--- config.mk ---
export PLATFORM = sky130hd
export DESIGN_NAME = vaf_fetch_seq
export DESIGN_NICKNAME = d
export VERILOG_FILES = /design/src/rtl/vaf_pkg.sv /design/src/rtl/vaf_desc_decode.sv /design/src/rtl/vaf_addr_gen.sv /design/src/rtl/vaf_seq_ctrl.sv /design/src/rtl/vaf_fetch_seq.sv
export SDC_FILE = /design/constraint.sdc
export NUM_CORES = 2
export LEC_CHECK = 0
export CORE_AREA = 2 2 450 452
export DETAILED_ROUTE_END_ITERATION = 8
export DIE_AREA = 0 0 452 454
export SLEW_MARGIN = 20
export SYNTH_ARGS = -nofsm -noshare
export SYNTH_HDL_FRONTEND = slang
export SYNTH_SLANG_ARGS = --single-unit
--- constraint.sdc ---
create_clock -name clk_i -period 16.5 [get_ports clk_i]
set_input_delay 4.95 -clock clk_i [delete_from_list [all_inputs] [get_ports clk_i]]
set_output_delay 4.95 -clock clk_i [all_outputs]
set_load 0.01 [all_outputs]
--- src/rtl/vaf_pkg.sv ---
package vaf_pkg;
  timeunit 1ns;
  timeprecision 1ps;

  // element format codes carried on the address stream
  typedef enum logic [1:0] {
    FMT_S8  = 2'd0,
    FMT_U8  = 2'd1,
    FMT_S16 = 2'd2,
    FMT_F32 = 2'd3
  } vaf_fmt_e;

  typedef enum logic [1:0] {
    ST_IDLE = 2'd0,
    ST_RUN  = 2'd1,
    ST_FIN  = 2'd2
  } vaf_state_e;

  localparam int unsigned DESC_W     = 64;
  localparam int unsigned DESC_ATTRS = 12;
  localparam int unsigned FIELD_W    = 4;
  localparam int unsigned MASK_LSB   = 48;
  localparam int unsigned CNT_LSB    = 60;
  localparam int unsigned CNT_W      = 4;

  function automatic logic [2:0] elem_bytes(input vaf_fmt_e f);
    case (f)
      FMT_F32: return 3'd4;
      FMT_S16: return 3'd2;
      default: return 3'd1;
    endcase
  endfunction
endpackage

--- src/rtl/vaf_desc_decode.sv ---
module vaf_desc_decode
  import vaf_pkg::*;
#(
  parameter int unsigned AW = 4
) (
  input  logic [DESC_W-1:0] desc_i,
  input  logic [AW-1:0]     attr_i,
  output vaf_fmt_e          fmt_o,
  output logic [1:0]        ncomp_m1_o,
  output logic [2:0]        esize_o,
  output logic [4:0]        bytes_o,
  output logic              is_dflt_o,
  output logic [AW-1:0]     last_attr_o
);
  timeunit 1ns;
  timeprecision 1ps;

  logic [1:0]            fmt_a [DESC_ATTRS];
  logic [1:0]            cnt_a [DESC_ATTRS];
  logic [DESC_ATTRS-1:0] mask;

  for (genvar g = 0; g < DESC_ATTRS; g++) begin : g_field
    assign fmt_a[g] = desc_i[FIELD_W*g +: 2];
    assign cnt_a[g] = desc_i[FIELD_W*g+2 +: 2];
  end

  assign mask        = desc_i[MASK_LSB +: DESC_ATTRS];
  assign last_attr_o = AW'(desc_i[CNT_LSB +: CNT_W]);

  always_comb begin
    fmt_o      = FMT_S8;
    ncomp_m1_o = 2'd0;
    is_dflt_o  = 1'b1;
    if (attr_i < AW'(DESC_ATTRS)) begin
      fmt_o      = vaf_fmt_e'(fmt_a[attr_i]);
      ncomp_m1_o = cnt_a[attr_i];
      is_dflt_o  = mask[attr_i];
    end
  end

  assign esize_o = elem_bytes(fmt_o);
  assign bytes_o = ({3'b000, ncomp_m1_o} + 5'd1) * {2'b00, esize_o};
endmodule

--- src/rtl/vaf_addr_gen.sv ---
module vaf_addr_gen #(
  parameter int unsigned ADDR_W = 32,
  parameter int unsigned IDX_W  = 16
) (
  input  logic [ADDR_W-1:0] base_i,
  input  logic [ADDR_W-1:0] stride_i,
  input  logic [IDX_W-1:0]  vtx_i,
  input  logic [1:0]        comp_i,
  input  logic [2:0]        esize_i,
  output logic [ADDR_W-1:0] addr_o
);
  timeunit 1ns;
  timeprecision 1ps;

  localparam int unsigned PROD_W = ADDR_W + IDX_W;

  logic [PROD_W-1:0] vtx_off;
  logic [4:0]        comp_off;

  assign vtx_off  = PROD_W'(stride_i) * PROD_W'(vtx_i);
  assign comp_off = {3'b000, comp_i} * {2'b00, esize_i};
  assign addr_o   = base_i + vtx_off[ADDR_W-1:0] + ADDR_W'(comp_off);
endmodule

--- src/rtl/vaf_seq_ctrl.sv ---
module vaf_seq_ctrl
  import vaf_pkg::*;
#(
  parameter int unsigned ADDR_W = 32,
  parameter int unsigned IDX_W  = 16,
  parameter int unsigned AW     = 4
) (
  input  logic              clk_i,
  input  logic              rst_ni,
  input  logic              start_i,
  input  logic [IDX_W-1:0]  vtx_i,
  input  logic [DESC_W-1:0] desc_i,
  input  logic [ADDR_W-1:0] base0_i,
  input  logic [ADDR_W-1:0] next_base_i,
  input  logic              ready_i,
  input  logic              is_dflt_i,
  input  logic [1:0]        ncomp_m1_i,
  input  logic [AW-1:0]     last_attr_i,
  output logic [DESC_W-1:0] desc_o,
  output logic [IDX_W-1:0]  vtx_o,
  output logic [AW-1:0]     attr_o,
  output logic [1:0]        comp_o,
  output logic [ADDR_W-1:0] base_o,
  output logic              run_o,
  output logic              fin_o
);
  timeunit 1ns;
  timeprecision 1ps;

  vaf_state_e        state_q, state_d;
  logic [AW-1:0]     attr_q, attr_d;
  logic [1:0]        comp_q, comp_d;
  logic [ADDR_W-1:0] base_q, base_d;
  logic [DESC_W-1:0] desc_q;
  logic [IDX_W-1:0]  vtx_q;
  logic              load_en;
  logic              step;

  assign load_en = (state_q == ST_IDLE) && start_i;

  always_comb begin
    state_d = state_q;
    attr_d  = attr_q;
    comp_d  = comp_q;
    base_d  = base_q;
    step    = 1'b0;
    case (state_q)
      ST_IDLE: begin
        if (start_i) begin
          state_d = ST_RUN;
          attr_d  = '0;
          comp_d  = 2'd0;
          base_d  = base0_i;
        end
      end
      ST_RUN: begin
        if (is_dflt_i) begin
          step = 1'b1;
        end else if (ready_i) begin
          if (comp_q == ncomp_m1_i) step = 1'b1;
          else comp_d = comp_q + 2'd1;
        end
        if (step) begin
          comp_d = 2'd0;
          if (attr_q == last_attr_i) begin
            state_d = ST_FIN;
          end else begin
            attr_d = attr_q + 1'b1;
            base_d = next_base_i;
          end
        end
      end
      default: state_d = ST_IDLE;
    endcase
  end

  always_ff @(posedge clk_i or negedge rst_ni) begin
    if (!rst_ni) begin
      state_q <= ST_IDLE;
      attr_q  <= '0;
      comp_q  <= 2'd0;
      base_q  <= '0;
    end else begin
      state_q <= state_d;
      attr_q  <= attr_d;
      comp_q  <= comp_d;
      base_q  <= base_d;
    end
  end

  always_ff @(posedge clk_i or negedge rst_ni) begin
    if (!rst_ni) begin
      desc_q <= '0;
      vtx_q  <= '0;
    end else if (load_en) begin
      desc_q <= desc_i;
      vtx_q  <= vtx_i;
    end
  end

  assign desc_o = desc_q;
  assign vtx_o  = vtx_q;
  assign attr_o = attr_q;
  assign comp_o = comp_q;
  assign base_o = base_q;
  assign run_o  = (state_q == ST_RUN);
  assign fin_o  = (state_q == ST_FIN);

  // a request while busy must not disturb the captured vertex
  assert_busy_start_R9 : assert property (@(posedge clk_i) disable iff (!rst_ni)
    (state_q != ST_IDLE) && start_i |=> $stable(vtx_q) && $stable(desc_q));

  // the attribute number only stays or climbs by one while running
  assert_attr_step_R3 : assert property (@(posedge clk_i) disable iff (!rst_ni)
    (state_q == ST_RUN) |=> (state_q != ST_RUN) || (attr_q == $past(attr_q))
                            || (attr_q == $past(attr_q) + 1'b1));

  // done is a single-cycle pulse
  assert_done_pulse_R8 : assert property (@(posedge clk_i) disable iff (!rst_ni)
    fin_o |=> !fin_o);
endmodule

--- src/rtl/vaf_fetch_seq.sv ---
module vaf_fetch_seq
  import vaf_pkg::*;
#(
  parameter int unsigned ADDR_W   = 32,
  parameter int unsigned IDX_W    = 16,
  parameter int unsigned NUM_ATTR = 16,
  localparam int unsigned AW      = $clog2(NUM_ATTR)
) (
  input  logic                       clk_i,
  input  logic                       rst_ni,
  input  logic                       start_i,
  input  logic [IDX_W-1:0]           vtx_idx_i,
  input  logic [63:0]                desc_i,
  input  logic [11:0]                pack_i,
  input  logic [NUM_ATTR*ADDR_W-1:0] base_i,
  input  logic [NUM_ATTR*ADDR_W-1:0] stride_i,
  output logic                       av_valid_o,
  input  logic                       av_ready_i,
  output logic [ADDR_W-1:0]          av_addr_o,
  output logic [AW-1:0]              av_attr_o,
  output logic [1:0]                 av_comp_o,
  output logic [1:0]                 av_fmt_o,
  output logic [2:0]                 av_esize_o,
  output logic                       dflt_valid_o,
  output logic [AW-1:0]              dflt_attr_o,
  output logic                       done_o
);
  timeunit 1ns;
  timeprecision 1ps;

  // reset: asserted asynchronously, released on the clock
  logic [1:0] rsync_q;
  logic       rst_n_int;

  always_ff @(posedge clk_i or negedge rst_ni) begin
    if (!rst_ni) rsync_q <= 2'b00;
    else         rsync_q <= {rsync_q[0], 1'b1};
  end
  assign rst_n_int = rsync_q[1];

  // per-attribute operand slots
  logic [ADDR_W-1:0] base_a   [NUM_ATTR];
  logic [ADDR_W-1:0] stride_a [NUM_ATTR];

  for (genvar g = 0; g < NUM_ATTR; g++) begin : g_slot
    assign base_a[g]   = base_i[g*ADDR_W +: ADDR_W];
    assign stride_a[g] = stride_i[g*ADDR_W +: ADDR_W];
  end

  logic [DESC_W-1:0] desc_q;
  logic [IDX_W-1:0]  vtx_q;
  logic [AW-1:0]     attr_q;
  logic [1:0]        comp_q;
  logic [ADDR_W-1:0] cur_base;
  logic [ADDR_W-1:0] next_base;
  logic              run, fin;
  vaf_fmt_e          dec_fmt;
  logic [1:0]        dec_ncomp_m1;
  logic [2:0]        dec_esize;
  logic [4:0]        dec_bytes;
  logic              dec_dflt;
  logic [AW-1:0]     dec_last;
  logic [AW-1:0]     nxt_attr;
  logic              chain_sel;

  vaf_seq_ctrl #(.ADDR_W(ADDR_W), .IDX_W(IDX_W), .AW(AW)) u_seq (
    .clk_i       (clk_i),
    .rst_ni      (rst_n_int),
    .start_i     (start_i),
    .vtx_i       (vtx_idx_i),
    .desc_i      (desc_i),
    .base0_i     (base_a[0]),
    .next_base_i (next_base),
    .ready_i     (av_ready_i),
    .is_dflt_i   (dec_dflt),
    .ncomp_m1_i  (dec_ncomp_m1),
    .last_attr_i (dec_last),
    .desc_o      (desc_q),
    .vtx_o       (vtx_q),
    .attr_o      (attr_q),
    .comp_o      (comp_q),
    .base_o      (cur_base),
    .run_o       (run),
    .fin_o       (fin)
  );

  vaf_desc_decode #(.AW(AW)) u_dec (
    .desc_i      (desc_q),
    .attr_i      (attr_q),
    .fmt_o       (dec_fmt),
    .ncomp_m1_o  (dec_ncomp_m1),
    .esize_o     (dec_esize),
    .bytes_o     (dec_bytes),
    .is_dflt_o   (dec_dflt),
    .last_attr_o (dec_last)
  );

  // start address of the following attribute: chained or own slot
  assign nxt_attr = attr_q + 1'b1;

  always_comb begin
    chain_sel = 1'b0;
    if ((nxt_attr != '0) && (nxt_attr < AW'(DESC_ATTRS))) chain_sel = pack_i[nxt_attr];
    next_base = chain_sel ? (cur_base + ADDR_W'(dec_bytes)) : base_a[nxt_attr];
  end

  vaf_addr_gen #(.ADDR_W(ADDR_W), .IDX_W(IDX_W)) u_addr (
    .base_i   (cur_base),
    .stride_i (stride_a[attr_q]),
    .vtx_i    (vtx_q),
    .comp_i   (comp_q),
    .esize_i  (dec_esize),
    .addr_o   (av_addr_o)
  );

  assign av_valid_o   = run && !dec_dflt;
  assign av_attr_o    = attr_q;
  assign av_comp_o    = comp_q;
  assign av_fmt_o     = dec_fmt;
  assign av_esize_o   = dec_esize;
  assign dflt_valid_o = run && dec_dflt;
  assign dflt_attr_o  = attr_q;
  assign done_o       = fin;

  // a stalled item stays put
  assert_hold_stable_R7 : assert property (@(posedge clk_i) disable iff (!rst_n_int)
    av_valid_o && !av_ready_i |=> av_valid_o && $stable(av_addr_o) && $stable(av_attr_o)
                                  && $stable(av_comp_o) && $stable(av_fmt_o));

  // the component index never passes the decoded count
  assert_comp_bound_R1 : assert property (@(posedge clk_i) disable iff (!rst_n_int)
    av_valid_o |-> av_comp_o <= dec_ncomp_m1);

  // a default pulse lasts one cycle per attribute, then moves on
  assert_dflt_advance_R4 : assert property (@(posedge clk_i) disable iff (!rst_n_int)
    dflt_valid_o |=> !dflt_valid_o || (dflt_attr_o == $past(dflt_attr_o) + 1'b1));

  // nothing is produced while held in reset state
  assert_quiet_reset_R10 : assert property (@(posedge clk_i)
    !rst_n_int |-> !av_valid_o && !dflt_valid_o && !done_o);
endmodule

==> impl_metrics.toml <==
[logic_synthesis]
syn_area_per_cell_um2 = 10.6
yosysWarnings = 0
synthAdderAreaFrac = 0.293
synthTopCellsByArea = "fa_1 (25%), mux4_2 (24%), dfrtp_1 (11%)"
synth_xor_xnor_area_share = 0.0290
syn_inst = 2627
synth_top_area_cell = "fa_1"
synthFlopType = "dfrtp_1"
synth_top_family_by_area = "multiplexers"
ys_async_sr_fraction = 1.00
syn_nets = 4196
synth-compound-area-share = 0.0499
ys_ff_latch = 122
synth_mux_area_frac = 0.306
synth-edff-count = 0
yosysSeqAreaShare = 0.109
synth.cell_area_mm2 = 0.0279
synthSimpleGateAreaFrac = 0.108
synth_top_area_frac = 0.245
ys_types = 68

[cts]
cts-htree-levels = 4
clk_latency_ps = 520
root_buffer = "clkbuf_16"
clock_tree.buffer_depth = 2
clk_pin_slew_worst_paths_ps = 80
cts.sinks = 122
cts_buffers = 17
ctsHoldBuffers = 0
cts_tree = "yes"

[setup_path]
arrival_ps = 12030
startpoint_type = "input port"
worstPathMaxFanout = 6
crit_start = "stride_i[455]"
crit_family = "adder cells"
cp_slowest_cell = "mux4_2"
path_common_cell = "buf_6"
timing.rr.start = "u_seq.attr_o[0]$_DFFE_PN0P_"
path_buf_inv = 11
cp_slowest_stage_delay_ps = 670
required_ps = 11550
criticalPathCategory = "in2out"
end_kind = "primary output"

[final_layout]
final_cell_count_no_fill = 6625
fillCellCount = 21800
drive_gt1_frac = 0.253
area_delta_synth_final_pct = 64.3
post-route-util = 0.228
nets = 5449
finalInstanceArea_mm2 = 0.0459

[place]
placed_cell_area_mm2 = 0.0437
dp_hpwl_um = 180000
dp.cells = 6454
dp_slack_ps = -1480
gp_congestion = 0.956
portBuffers = 1169

[global_routing]
grt_usage = 0.194
grt_pass1_wl_um = 264000
overflow = 0
antenna_found_initial = 170
grt_max_degree = 115
grt_pass1_vias = 28400

[floorplanning]
die_y_um = 454
num_rows = 165
ios = 1170
coreArea_mm2 = 0.201
design.die.area_mm2 = 0.205
initial_utilization = 0.139
die_w_um = 452

[timing]
worst_pin_slew_ps = 1190
drv_slew = 0
max_slew_margin = 0.209
setup_violations = 14
period_share = 1.03
finalHoldViolCount = 0
grt_setup_unrepaired = "true"
layout_setup_ws_ps = -481
period_minus_slack_ps = 16980
finClkSkew_ps = 34.6
fmax_mhz = 58.9

[drt]
first_iter_violations = 1908
ant_nets = 0
vias = 27400
drcViolationCount = 0
wl_um = 205000
wire_per_inst_um = 30.9
drtPass1Iterations = 5
vias_per_cell = 4.13

[status]
violations = "setup timing"
status = "finished with violations"

[min_path]
min_path_type = "reg2async"

[run]
maxCapViolCount = 0
==> per-layer routing <==
layer | wire length (um) | vias up | track usage
li1 | - | 11400 | -
met1 | 80700 | 14100 | 0.237
met2 | 91400 | 1343 | 0.300
met3 | 21800 | 349 | 0.0762
met4 | 9920 | 106 | 0.0842
met5 | 678 | - | 0
==> cell usage in the layout (no fill, tap or decap), types with 16 or more instances in the layout <==
master,count
dlygate4sd2_1,134
and2_4,50
buf_2,26
mux2_2,85
nand2_1,233
mux4_2,306
dfrtp_1,115
clkbuf_16,19
clkdlybuf4s15_1,59
mux2i_1,27
buf_4,180
nor2b_1,17
nand3_1,20
diode_2,60
clkdlybuf4s50_1,877
nor2_1,84
o21ai_0,30
clkbuf_2,19
inv_2,33
buf_12,31
a21o_1,16
mux4_1,16
fa_1,315
ha_1,84
fa_2,27
a21oi_1,56
inv_1,481
and2_1,142
xnor2_1,54
buf_6,59
==> layout make-up <==
class / instances / area, um2 / share of cell area
Clock inverter: 15 / 176 / 0.00385
Inverter: 515 / 1940 / 0.0422
Multi-Input combinational cell: 1807 / 22900 / 0.499
Timing Repair Buffer: 1417 / 13900 / 0.302
Clock buffer: 17 / 425 / 0.00927
Sequential cell: 122 / 3070 / 0.0670
Tap cell: 2672 / 3340 / 0.0729
Antenna cell: 60 / 150 / 0.00327
==> synthesized netlist by cell type, types with 11 or more instances <==
cell	instances
mux4_2	301
nor2b_1	19
fa_1	342
buf_6	14
nand2b_1	15
ha_1	107
buf_4	18
mux2i_1	27
nand4_1	11
mux4_1	20
xnor2_1	67
xor2_1	14
nand3_1	21
a21oi_1	72
nand2_1	237
nor2_1	88
and2_1	192
a211oi_1	16
inv_1	514
o21ai_0	38
buf_2	27
a21o_1	16
clkbuf_1	111
nor3_1	11
mux2_2	86
dfrtp_1	122
==> flip-flops by register name (all words and copies together), names as in the netlist <==
signal / count
u_seq.vtx_o: 16
rsync_q: 2
u_seq.desc_o: 64
u_seq.comp_o: 2
u_seq.attr_o: 4
u_seq.state_q: 2
u_seq.base_o: 32
==> metrics by stage <==
step	hold WS [ps]	setup TNS, ps
after floorplan	331	0
after global placement	282	-15560
after detailed placement	287	-16120
after CTS	297	-3500
after global routing	314	-7430
final	273	-4530
==> what timing repair did <==
action,4_1_cts,5_1_grt
endpoints found under the setup margin,21,18
endpoints found under the hold margin,0,0
gates cloned,2,0
pin swaps,128,80
gates resized for setup,657,148
buffers inserted,59,25
==> logic make-up (layout without fill, tap and decap cells) <==
logic type | count (synthesis) | in the layout
AO/OA/AOI/OAI | 219 | 219
XOR/XNOR | 86 | 86
adder cells (fa/ha/maj) | 449 | 449
buffers and inverters | 699 | 1964
flip-flops | 122 | 122
multiplexers | 435 | 436
other | 1 | 61
AND/OR/NAND/NOR | 616 | 616
==> worst paths after layout <==
check	end	slack, ps	depth (start not counted)
max	av_addr_o[31]	-480	30
min	u_seq.desc_o[60]$_DFFE_PN0P_	270	0
max reg2reg	u_seq.base_o[31]$_DFFE_PN0P_	9690	20
min reg2reg	u_seq.desc_o[60]$_DFFE_PN0P_	270	0
max in group asynchronous	rsync_q[1]$_DFF_PN0_	11770	1
min in group clk_i	rsync_q[1]$_DFF_PN0_	350	0
==> worst register-to-register path, delay by kind of cell, from the launching register on <==
family,cells,cell delay [ps]
AO/OA/AOI/OAI,5,970
XOR/XNOR,2,320
adder cells (fa/ha/maj),5,1800
buffers and inverters,3,710
flip-flops,1,980
multiplexers,2,900
AND/OR/NAND/NOR,3,1050
Power is not shown: default switching activity piles up to over one toggle a cycle in this logic, so the estimate is an artifact.
